File: src/rtl/crc_pkg.sv
package crc_pkg;
  localparam int CRC_W = 32;
  typedef logic [CRC_W-1:0] crc_t;

  localparam crc_t ETH_POLY = 32'h04C11DB7;

  // One augmented division step: input bit enters at bit 0, the generator
  // is folded in when the bit leaving the top was a one.
  function automatic crc_t crc_bit_step(input crc_t cur, input logic din, input crc_t poly);
    crc_t shifted;
    shifted = {cur[CRC_W-2:0], din};
    return cur[CRC_W-1] ? (shifted ^ poly) : shifted;
  endfunction
endpackage

File: src/rtl/crc_nib_step.sv
module crc_nib_step
  import crc_pkg::*;
#(
  parameter int   NIB_W = 4,
  parameter crc_t POLY  = ETH_POLY
) (
  input  crc_t             cur_i,
  input  logic [NIB_W-1:0] nib_i,
  output crc_t             nxt_o
);
  crc_t chain [0:NIB_W];

  assign chain[0] = cur_i;

  for (genvar g = 0; g < NIB_W; g++) begin : g_bit
    assign chain[g+1] = crc_bit_step(chain[g], nib_i[g], POLY);
  end

  assign nxt_o = chain[NIB_W];
endmodule

File: src/rtl/crc_frame_ctl.sv
module crc_frame_ctl (
  input  logic clk,
  input  logic rst_n,
  input  logic accept_i,
  input  logic last_i,
  output logic done_o
);
  always_ff @(posedge clk or negedge rst_n) begin
    if (!rst_n) done_o <= 1'b0;
    else        done_o <= accept_i & last_i;
  end
endmodule

File: src/rtl/crc_nibble_engine.sv
module crc_nibble_engine
  import crc_pkg::*;
#(
  parameter int   NIB_W = 4,
  parameter crc_t POLY  = ETH_POLY,
  parameter crc_t INIT  = '0
) (
  input  logic             clk,
  input  logic             rst_n,
  input  logic             start_i,
  input  logic             nib_valid_i,
  input  logic             nib_last_i,
  input  logic [NIB_W-1:0] nib_i,
  output logic [CRC_W-1:0] crc_o,
  output logic             zero_o,
  output logic             done_o,
  output logic             good_o
);
  crc_t crc_q;
  crc_t base_sel;   // value the incoming nibble is folded into
  crc_t step_nxt;   // register after absorbing nib_i
  logic accept;
  logic done_w;

  assign accept   = nib_valid_i;
  assign base_sel = start_i ? INIT : crc_q;

  crc_nib_step #(.NIB_W(NIB_W), .POLY(POLY)) u_step (
    .cur_i (base_sel),
    .nib_i (nib_i),
    .nxt_o (step_nxt)
  );

  always_ff @(posedge clk or negedge rst_n) begin
    if (!rst_n)       crc_q <= INIT;
    else if (accept)  crc_q <= step_nxt;
    else if (start_i) crc_q <= INIT;
  end

  crc_frame_ctl u_ctl (
    .clk      (clk),
    .rst_n    (rst_n),
    .accept_i (accept),
    .last_i   (nib_last_i),
    .done_o   (done_w)
  );

  assign crc_o  = crc_q;
  assign zero_o = (crc_q == '0);
  assign done_o = done_w;
  assign good_o = done_w & zero_o;
endmodule

File: config.mk
export PLATFORM = sky130hd
export DESIGN_NAME = crc_nibble_engine
export DESIGN_NICKNAME = d
export VERILOG_FILES = /design/src/rtl/crc_pkg.sv /design/src/rtl/crc_nib_step.sv /design/src/rtl/crc_frame_ctl.sv /design/src/rtl/crc_nibble_engine.sv
export SDC_FILE = /design/constraint.sdc
export NUM_CORES = 1
export LEC_CHECK = 0
export BUFFER_PORTS_ARGS = -buffer_cell sky130_fd_sc_hd__buf_2
export CAP_MARGIN = 10
export CORE_MARGIN = 2
export CORE_UTILIZATION = 24
export CTS_BUF_LIST = sky130_fd_sc_hd__clkbuf_16
export CTS_CLUSTER_SIZE = 8
export DETAILED_ROUTE_END_ITERATION = 8
export HOLD_SLACK_MARGIN = 0.15
export PLACE_DENSITY_LB_ADDON = 0.08
export SLEW_MARGIN = 20
export SYNTH_ARGS = -nofsm -noshare
export SYNTH_HDL_FRONTEND = slang
export SYNTH_SLANG_ARGS = --single-unit
File: constraint.sdc
create_clock -name clk -period 3.6 [get_ports clk]
set_clock_uncertainty 0.2 [all_clocks]
set_input_delay 0 -clock clk [delete_from_list [all_inputs] [get_ports clk]]
set_output_delay 0 -clock clk [all_outputs]
set_load 0.03 [all_outputs]
## After elaboration in Yosys (flattened, before gate mapping)

Cells that the tools add are included.

| operators by class | value |
|---|---|
| $add $sub $neg | 0 |
| order comparisons | 0 |
| shifts and indexed selects | 0 |
| mux-type cells | 6 |
| bitwise gates (word level) | 6 |
| reduce and logical (&&, ||, !) cells | 1 |
| divide/modulo/power cells | 0 |
| eq/ne operators | 0 |
| multiply operators | 0 |

Operator list:

| kind | number |
|---|---|
| 2-to-1 mux 27 bit | 4 |
| 2-to-1 mux 32 bit | 2 |
| inverter 14 bit | 4 |
| zero test 32 bit | 1 |
| bitwise AND 1 bit | 2 |

| storage, ports and cells | value |
|---|---|
| word-level logic and storage cells | 15 |
| flip-flop bits (word level) | 33 |
| memory bits (writable) | 0 |
| input bits | 9 |
| output and inout port bits | 35 |
| bits in latches | 0 |
| bits in read-only memories | 0 |
| memories | 0 |

## Depth between registers and ports, before layout

Gate-level depths: netlist (run 1).

| logic depth | value |
|---|---|
| word-level depth | 10 |
| mapped depth | 4 |
| depth with buffers taken out | 3 |

## Modules after synthesis

A second synthesis (run 1) with hierarchy kept.

| second synthesis, totals | value |
|---|---|
| cell total of the unflattened synthesis | 166 |
| area, all modules | 1984.4 um^2 |

By module, submodules not included:

| module | cells an instance | area an instance (um^2) | times used |
|---|---|---|---|
| crc_nibble_engine | 116 | 1511.4 | 1 |
| crc_nib_step | 48 | 441.7 | 1 |
| crc_frame_ctl | 2 | 31.3 | 1 |

## Worst setup path after synthesis (run 1)

Ideal clock, no wire load.

| timing | value |
|---|---|
| path type | reg-to-output |
| start | register crc_q[28], in the netlist crc_o[28] |
| end | output port good_o |
| arrival | 1790 ps |
| required time | 3400 ps |
| stages on the path, launching flop included | 5 |
| path slack | 1610 ps |
| path buffers | 1 |
| cells stage by stage | dfrtp_1 > buf_6 > nor4_1 > nand4_1 > nor3_1 |

| between the ends | value |
|---|---|
| longest elaborated chain between the ends | 2 |

Ends and longest elaborated chain:

| element | line | RTL |
|---|---|---|
| start, declared | crc_nibble_engine.sv:19 | `crc_t crc_q;` |
| start signal, assigned | crc_nibble_engine.sv:36 | `else if (accept) crc_q <= step_nxt;` |
| zero test 32 bit | crc_nibble_engine.sv:49 | `assign zero_o = (crc_q == '0);` |
| bitwise AND 1 bit | crc_nibble_engine.sv:51 | `assign good_o = done_w & zero_o;` |
| end, declared | crc_nibble_engine.sv:17 | `output logic good_o` |

No other way between the ends.

## Worst setup path in the final report (run 1)

| timing | value |
|---|---|
| start | register crc_q[28], in the netlist crc_o[28] |
| end | register crc_q[2], in the netlist crc_o[2] |

| between the ends | value |
|---|---|
| longest elaborated chain between the ends | 3 |

Ends and longest elaborated chain:

| element | line | RTL |
|---|---|---|
| 2-to-1 mux 32 bit | -- |  |
| 2-to-1 mux 27 bit | crc_pkg.sv:12 | `return cur[CRC_W-1] ? (shifted ^ poly) : shifted;` |
| 2-to-1 mux 32 bit | crc_nibble_engine.sv:36 |  |

No other way between the ends.

==> metrics.txt, run 1 <==
status completed; most frequent cells in the layout 43 x buf_2, 33 x dfrtp_1, 25 x nor2_1, 17 x xnor2_1, 17 x a211oi_1; Final Max Tran Viols 0; instance count of the mapped netlist 172; CP Max Fanout 12; RSZ-0062 raised after global routing no; antenna-violating nets left 0; Sw Share 32.1%; gpl congestion 0.702; Skew-Pair Late Insertion Delay 0.27 ns; normalized max-slew margin 39.4%; Initial Util 24.6%; Net Sw Power 358 uW; busiest layer in global routing met2; Tot Pwr 1.11 mW; Ant. Diodes 0; fin crit share 65.7%; share of cells above drive strength 1 23.4%; Main synth FF type dfrtp_1; CTS buffer count 5; clock-pin slew on the worst setup and hold paths 0.06 ns; met3 global-route usage 3.10%; H-tree levels 2; setup TNS 0 ns; Vias/cell 4.44; startpoint types flop; die width 90.0 um; Finished Core Util 31.8%; TritonCTS clock tree yes; placed cell area 2040 um2; post-route DRC violation count 0; core area 7210 um2; FF+latch count, synth 33; Die Y 90.0 um; initial antenna violation count 0; Peak VDD IR 0.141 mV; Comb pwr share 23.0%; Max Buffers Root-to-Sink 2; port buffer count 43; achievable clock frequency 0.423 GHz; # nets final 230; quantity of gates resized following cts 0; Final setup viols 0; M1 GR Usage 18.5%; static leakage 1.06 nW; Design Area, Final 2290 um2; pin count of the biggest net entering global routing 52; drt initial violations 66; Slew @ Worst Pin 0.909 ns; Worst EP arrival 2.37 ns; CTS root buffer clkbuf_16; most common cell after layout, fill and taps aside buf_2; worst hold path class input port to async pin; drt wl/cell 15.8 um; max-cap violations 0; yosys warns 0; FFs w/ async S/R, synth 100%; Flop pwr share 40.4%; DR pass1 iterations 4; die area 8100 um2; met2 Track Usage GR 20.6%; min Tclk post-route 2.37 ns; number of global-route vias before repair 1450; synthesized cell area 1770 um2; type of the worst setup path flop to flop; row cnt 31; mean post-synth cell area 10.3 um2; Worst setup EP type flop; drt total wl 5080 um; global-route wire length before repair 8310 um; Power Internal 755 uW; Clock power frac 36.6%; Seq/Total Area, Yosys 46.5%; grt ovf 0; Area growth syn-to-layout 29.1%; Syn Nets 181; Yosys cell types 28; pwr/cell area 486 nW/um2; Tot GR Track Use 13.2%; via count 1426; I/O Pins 44; Hold Vio Cnt, Final 0; WP data required 3.61 ns; hpwl dp 3480 um; number of synthesized flops with an enable pin 0; Clock Sinks 33
## cell usage after synthesis, types with 3 or more instances
master	count	share of area (%)
inv_1	4	0.85
xor2_1	12	5.9
nor4_1	8	2.8
buf_6	3	1.9
nand2_1	12	2.5
clkbuf_1	6	1.3
xnor2_1	17	8.4
o2bb2ai_1	3	1.5
dfrtp_1	33	47
mux2i_1	4	2.3
nor2_1	25	5.3
a211oi_1	17	7.2
o21ai_0	7	2.0
## state kept, by name, summed over array words and instances, names as in the netlist
signal	count
u_ctl.done_o	1
crc_o	32
## final timing paths
kind | startpoint | to | slack, ns | cells after the start
setup / recovery | crc_o[28]$_DFF_PN0_ | crc_o[2]$_DFF_PN0_ | 1.23 | 4
hold / removal | rst_n | crc_o[22]$_DFF_PN0_ | 0.15 | 2
setup reg to reg | crc_o[28]$_DFF_PN0_ | crc_o[2]$_DFF_PN0_ | 1.23 | 4
hold reg to reg | crc_o[26]$_DFF_PN0_ | crc_o[26]$_DFF_PN0_ | 0.35 | 2
max in group asynchronous | rst_n | crc_o[8]$_DFF_PN0_ | 2.52 | 2
min in group clk | nib_valid_i | crc_o[25]$_DFF_PN0_ | 0.20 | 2
## final cells by class
| cell class | count | area (um2) |
|---|---|---|
| inverters | 4 | 15.0 |
| flip-flops and latches | 33 | 826 |
| fillers | 782 | 4920 |
| well taps | 99 | 124 |
| clock buffers | 5 | 125 |
| multi-input cells | 123 | 862 |
| clock inverters | 3 | 13.8 |
| repair buffers | 54 | 325 |
## stage by stage
step | setup slack, ns | hold WS, ns | cells
3_5_place_dp | 1.67 | -0.0610 | 302
6_report | 1.23 | 0.148 | 321
5_1_grt | 1.07 | 0.244 | 321
2_1_floorplan | 1.61 | -0.496 | 172
3_3_place_gp | 1.70 | -0.0568 | 302
4_1_cts | 1.23 | 0.180 | 321
## cells by family (layout without fill, tap and decap cells)
group                  after synthesis  after routing  synth area share (%)
buffers and inverters               16             66                  4.87
multiplexers                         4              4                  2.26
XOR/XNOR                            33             33                  19.7
flip-flops                          33             33                  46.5
AO/OA/AOI/OAI                       33             33                  13.2
AND/OR/NAND/NOR                     53             53                  13.4
## layer usage
metal / up-vias / share of wire, %
li1: 696 / -
met3: 2 / 3.4
met4: 0 / 0.47
met2: 30 / 46
met5: - / 0
met1: 698 / 50
## repair_timing
item                                   CTS  global route
buffers inserted                         0             0
endpoints found under the hold margin   59             0
hold buffers                            11             0
## power by group through the flow
stage          clock, mW  sequential, mW  combinational (mW)
2_1_floorplan          0           0.497               0.129
3_3_place_gp           0           0.458               0.248
5_1_grt            0.437           0.457               0.279
4_1_cts            0.420           0.452               0.259
6_report           0.407           0.450               0.256
3_5_place_dp           0           0.459               0.247
## critical path, cell delays in order (launching register included)
cell	delay (ns)
dfrtp_1	0.69
xnor3_1	0.48
o31ai_1	0.23
o2bb2ai_1	0.14
dlygate4sd3_1	0.56
Power figures use the tool's default switching activity.
==> inputs of run 2 (changes only) <==
==> constraint.sdc (replaced) <==
create_clock -name clk -period 2.3 [get_ports clk]
set_clock_uncertainty 0.2 [all_clocks]
set_input_delay 0 -clock clk [delete_from_list [all_inputs] [get_ports clk]]
set_output_delay 0 -clock clk [all_outputs]
set_load 0.03 [all_outputs]
==> run 2 against run 1 <==
Cell count is 1.9% higher. Sequential power rose by 57%. Design area up 3.3%. Maximum frequency is 10% higher. Global-route usage up 0.65 points. First-iteration DRC count decreased by 24%. Sequential share of layout area decreased by 1.2 points. Combinational power up 59%. Via count is 0.84% higher. Utilization is 1.1 points higher. Die area is the same.
==> metrics.txt, run 2 (same netlist as run 1, synthesis figures left out) <==
FF-to-FF path depth 4 (unchanged); pin count of the biggest net entering global routing 34 (-35%); clock-pin slew on the worst setup and hold paths 0.05 ns (about the same); row cnt 31 (unchanged); RSZ-0062 raised after global routing no; drt wl/cell 16.0 um (+1.2%); grt ovf 0 (unchanged); number of global-route vias before repair 1519 (+4.8%); placed insts 306 (+1.3%); worst hold path class input port to async pin; most common cell after layout, fill and taps aside buf_2; static leakage 1.09 nW (+2.9%); TritonCTS clock tree yes; Tot GR Track Use 13.9% (+0.65 points); Register-to-Register Setup Slack 0.15 ns (-1.08 ns); startpoint types flop; RR Endpoint crc_o[1]$_DFF_PN0_; I/O Pins 44 (unchanged); Setup Fix Bufs, Post-CTS 0 (unchanged); # nets final 236 (+2.6%); die area 8100 um2 (unchanged); Initial Util 24.6% (unchanged); type of the worst setup path flop to flop; achievable clock frequency 0.465 GHz (+10%); core area 7210 um2 (unchanged); max-cap violations 0 (unchanged); CTS root buffer clkbuf_16; Worst EP arrival 2.16 ns (-0.21 ns); pre-CTS setup slack 0.431 ns (-1.23 ns); normalized max-slew margin 47.8% (+8.4 points); Design Area, Final 2370 um2 (+3.3%); port buffer count 43 (unchanged); Die Y 90.0 um (unchanged); CP Max Fanout 12 (unchanged); max reg flops 32 (unchanged); fin crit share 93.4% (+28 points); initial antenna violation count 0 (unchanged); Post-Layout Cell Count 327 (+1.9%); DR pass1 iterations 4 (unchanged); share of cells above drive strength 1 24.1% (+0.70 points); post-route DRC violation count 0 (unchanged); Finished Core Util 32.8% (+1.1 points); Tot Pwr 1.86 mW (+67%); Ant. Diodes 0 (unchanged); WP data required 2.31 ns (-1.30 ns); Setup crit end crc_o[1]$_DFF_PN0_; CTS buffer count 5 (unchanged); die width 90.0 um (unchanged); worst reg2reg startpoint crc_o[28]$_DFF_PN0_; Hold Vio Cnt, Final 0 (unchanged); crit path launch crc_o[28]$_DFF_PN0_; Slew @ Worst Pin 0.783 ns (-0.126 ns); gpl congestion 0.710 (+1.2%); status completed; setup TNS 0 ns (unchanged); hpwl dp 3730 um (+7.4%); placed cell area 2070 um2 (+1.5%); Area growth syn-to-layout 33.4%; global-route wire length before repair 8700 um (+4.7%); drt total wl 5240 um (+3.1%); H-tree levels 2 (unchanged); via count 1438 (+0.84%); Skew-Pair Late Insertion Delay 0.27 ns (about the same); Final setup viols 0 (unchanged); most frequent cells in the layout 42 x buf_2, 33 x dfrtp_1, 25 x nor2_1, 17 x xnor2_1, 17 x a211oi_1; Vias/cell 4.40 (-1.0%); Max Buffers Root-to-Sink 2 (unchanged); pwr/cell area 785 nW/um2 (+62%); Setup WS post-layout 0.151 ns (-1.08 ns); antenna-violating nets left 0 (unchanged); final hold slack 0.153 ns (+0.00478 ns); Peak VDD IR 0.232 mV (+65%); Worst setup EP type flop; drt initial violations 50 (-24%); Clock Sinks 33 (unchanged); min Tclk post-route 2.15 ns (-0.217 ns); Final Max Tran Viols 0 (unchanged)
## run 2: changes by cell type in the layout (fill, tap and decap cells not counted)
cell | before | now
buf_2 | 43 | 42
buf_4 | 0 | 4
bufinv_16 | 0 | 1
clkbuf_4 | 0 | 1
clkinv_1 | 0 | 1
clkinv_2 | 2 | 0
dlygate4sd3_1 | 11 | 13
## run 2: final cells by class
type	count	area (um2)
flip-flops and latches	33	826
fillers	801	4850
well taps	99	124
clock buffers	5	125
multi-input cells	123	862
repair buffers	60	378
inverters	4	15.0
clock inverters	3	37.5
## run 2: how the worst min path moves through the flow
stage | startpoint | to | slack (ns) | cells after the start
after floorplan | rst_n | crc_o[0]$_DFF_PN0_ | -0.50 | 0
after global placement | rst_n | crc_o[21]$_DFF_PN0_ | -0.06 | 1
after detailed placement | rst_n | crc_o[21]$_DFF_PN0_ | -0.06 | 1
after CTS | rst_n | crc_o[21]$_DFF_PN0_ | 0.19 | 2
after global routing | rst_n | crc_o[27]$_DFF_PN0_ | 0.25 | 2
final | rst_n | crc_o[21]$_DFF_PN0_ | 0.15 | 2
## run 2: routing by layer
layer,global-route usage (%),wire length [um]
met1,19.5,2650
met2,20.6,2310
met3,3.19,176
met4,5.64,109
met5,0,0
## run 2: power by group
part	internal (mW)	switching [mW]	total (mW)	leakage, nW
combinational	0.165	0.241	0.406	0.573
sequential	0.627	0.0780	0.705	0.437
clock	0.503	0.243	0.746	0.0826
## run 2: critical path, cell delays in order, from the launching register on
cell and delay (ns):
dfrtp_1 0.70, xnor2_1 0.26, o31ai_1 0.25, o2bb2ai_1 0.13
dlygate4sd3_1 0.55
## run 2: what timing repair did
item | 4_1_cts | 5_1_grt
endpoints found under the setup margin | 0 | 1
resized for setup | 0 | 1
hold endpoints to repair | 56 | 0
hold buffers | 13 | 0
==> inputs of run 3 (changes only) <==
--- a/config.mk
+++ b/config.mk
@@ -5,9 +5,9 @@
 export SDC_FILE = /design/constraint.sdc
 export NUM_CORES = 1
 export LEC_CHECK = 0
+export ABC_AREA = 1
 export BUFFER_PORTS_ARGS = -buffer_cell sky130_fd_sc_hd__buf_2
 export CAP_MARGIN = 10
-export CORE_MARGIN = 2
 export CORE_UTILIZATION = 24
 export CTS_BUF_LIST = sky130_fd_sc_hd__clkbuf_16
 export CTS_CLUSTER_SIZE = 8
==> run 3 against run 2 <==
First-iteration DRC count rose by 110%. Design area increased by 14%. Largest power group unchanged. Critical path type is now input port to flop. Sequential power fell by 5.0%. Area after synthesis is 18% higher.
==> metrics.txt, run 3 <==
status completed; core area 8340 um2 (+16%); multi-input gate area in the final layout 1080 um2 (+25%); Tot GR Track Use 18.2% (+4.4 points); number of global-route vias before repair 2160 (+42%); RSZ-0062 raised after global routing no; Syn Nets 308 (+70%); Worst EP arrival 2.14 ns (-0.02 ns); antenna-violating nets left 0 (unchanged); sequential cell area 826 um2 (unchanged); crit-path cells dlygate4sd3_1 > clkbuf_4 > clkinv_4 > buf_4 > nand2_4 > buf_4 > xor2_1 > o21ai_0 > dlygate4sd3_1; most frequent cells in the layout 83 x nand2_1, 63 x nand3_1, 42 x buf_2, 33 x dfrtp_1, 26 x nor2_1; share of cells above drive strength 1 18.9% (-5.2 points); leading area contributor after synthesis dfrtp_1; fin crit share 94.7% (+1.3 points); max-cap violations 0 (unchanged); synthesized cell area 2090 um2 (+18%); Worst setup EP type flop; row cnt 33 (+6.5%); gpl congestion 0.824 (+16%); H-tree levels 2 (unchanged); Area growth syn-to-layout 29.4%; Clock Sinks 33 (unchanged); achievable clock frequency 0.459 GHz (-1.3%); CTS root buffer clkbuf_16; grt ovf 0 (unchanged); Synth top area share 39.5% (-7.0 points); port buffer count 43 (unchanged); Hold Vio Cnt, Final 0 (unchanged); instance count of the mapped netlist 299 (+74%); Finished Core Util 32.4% (-0.39 points); Slew @ Worst Pin 0.801 ns (+0.0184 ns); area fraction in compound gates after synthesis 8.62% (-4.6 points); largest family of logic cells by synthesized area simple AND/OR/NAND/NOR gates; Fill cells 951 (+19%); slowest stage delay, CP 0.58 ns (-0.12 ns); startpoint types input port; yosys warns 0 (unchanged); die area 9080 um2 (+12%); area share of xor/xnor cells in the synthesized design 4.61% (-15 points); adder-cell share of the synthesized area 0% (unchanged); FF+latch count, synth 33 (unchanged); mean post-synth cell area 6.99 um2 (-32%); Final setup viols 0 (unchanged); Initial Util 25.1% (+0.46 points); clock-pin slew on the worst setup and hold paths 0.06 ns (about the same); min Tclk post-route 2.18 ns (+0.0290 ns); number of synthesized flops with an enable pin 0 (unchanged); drt total wl 7560 um (+44%); most common cell after layout, fill and taps aside nand2_1; Peak VDD IR 0.319 mV (+37%); Vias/cell 4.72 (+7.3%); type of the worst setup path input port to flop; I/O Pins 44 (unchanged); CTS buffer count 5 (unchanged); DR pass1 iterations 4 (unchanged); global-route wire length before repair 12000 um (+38%); slowest CP cell dlygate4sd3_1; die width 95.3 um (+5.9%); CP Max Fanout 12 (unchanged); pin count of the biggest net entering global routing 34 (unchanged); Skew-Pair Late Insertion Delay 0.29 ns (+0.02 ns); max reg flops 32 (unchanged); via count 2166 (+51%); pwr/cell area 681 nW/um2 (-13%); Yosys cell types 26 (-7.1%); Main synth FF type dfrtp_1; count leader, synth nand2_1; simple-gate share of the synthesized area 38.2% (+25 points); drt wl/cell 16.5 um (+2.8%); Die Y 95.3 um (+5.9%); post-route DRC violation count 0 (unchanged); static leakage 1.39 nW (+27%); normalized max-slew margin 46.6% (-1.2 points); Final Max Tran Viols 0 (unchanged); TritonCTS clock tree yes; Synth top cells by count 83 x nand2_1, 63 x nand3_1, 33 x dfrtp_1, 26 x nor2_1, 24 x inv_1; setup TNS 0 ns (unchanged); Max Buffers Root-to-Sink 2 (unchanged); # nets final 362 (+53%); Seq/Total Area, Yosys 39.5% (-7.0 points); worst hold path class input port to async pin; drt initial violations 106 (+110%); Area contributors post-synth dfrtp_1 40%, nand3_1 15%, nand2_1 15%, nor2_1 4.7%, inv_1 4.3%; Setup Fix Bufs, Post-CTS 0 (unchanged); FFs w/ async S/R, synth 100% (unchanged); hpwl dp 5510 um (+47%); post-synthesis mux area share 0% (-2.3 points); Ant. Diodes 0 (unchanged); initial antenna violation count 0 (unchanged); WP data required 2.27 ns (-0.04 ns)
## run 3: changes by cell type after synthesis, moves of 10 or more
cell / change
nand3_1: +63
o21ai_0: +10
inv_1: +20
nand2_1: +71
a211oi_1: -17
xnor2_1: -10
## run 3: kinds of logic after synthesis
group,after synthesis
AOI/OAI and AO/OA,33
xor gates and xnor gates,11
buffers and inverters,41
DFF,33
and+or+nand+nor,181
## run 3: critical path: cells and delay by family
family	cells	cell delay, ns
xor gates and xnor gates	1	0.13
AOI/OAI and AO/OA	1	0.08
buffers and inverters	6	1.83
and+or+nand+nor	1	0.10
## run 3: path summary, 6_finish.rpt
path	cells after the start	end	start	slack (ns)
min reg2reg	2	crc_o[26]$_DFF_PN0_	crc_o[22]$_DFF_PN0_	0.36
min in group clk	2	crc_o[26]$_DFF_PN0_	crc_o[22]$_DFF_PN0_	0.36
max reg2reg	5	crc_o[0]$_DFF_PN0_	crc_o[28]$_DFF_PN0_	0.22
min	2	crc_o[19]$_DFF_PN0_	rst_n	0.14
max	9	crc_o[0]$_DFF_PN0_	start_i	0.12
max in group asynchronous	2	crc_o[25]$_DFF_PN0_	rst_n	1.24
## run 3: through the flow
stage / power (mW) / std cells / setup WS, ns / instance area [um2] / hold slack, ns
finish: 1.84 / 459 / 0.122 / 2700 / 0.137
global placement: 1.05 / 439 / 0.398 / 2400 / -0.0511
detailed placement: 1.05 / 439 / 0.466 / 2400 / -0.0509
global route: 1.93 / 459 / 0.0187 / 2700 / 0.225
floorplan: 0.917 / 299 / 0.312 / 2090 / -0.496
CTS: 1.86 / 459 / 0.00785 / 2690 / 0.183
## run 3: layout make-up
class,instances,area share (%)
Multi-Input combinational cell,225,39.9
Tap cell,105,4.86
Sequential cell,33,30.5
Inverter,26,3.79
Clock inverter,3,1.71
Clock buffer,5,4.63
Timing Repair Buffer,62,14.5
## run 3: routing by layer
| metal | wire length, um | global-route usage, % |
|---|---|---|
| met2 | 3430 | 28.9 |
| met3 | 417 | 3.11 |
| met5 | 0 | 0 |
| met4 | 95 | 5.56 |
| met1 | 3620 | 25.2 |
## run 3: power by group
part,internal [mW],switching (mW)
registers,0.618,0.0528
clock network,0.513,0.276
logic,0.122,0.260
## run 3: timing repair
action                                  4_1_cts  5_1_grt
endpoints found under the setup margin        0        7
hold endpoints to repair                     56        0
gates resized for setup                       0        7
hold buffers                                 12        0
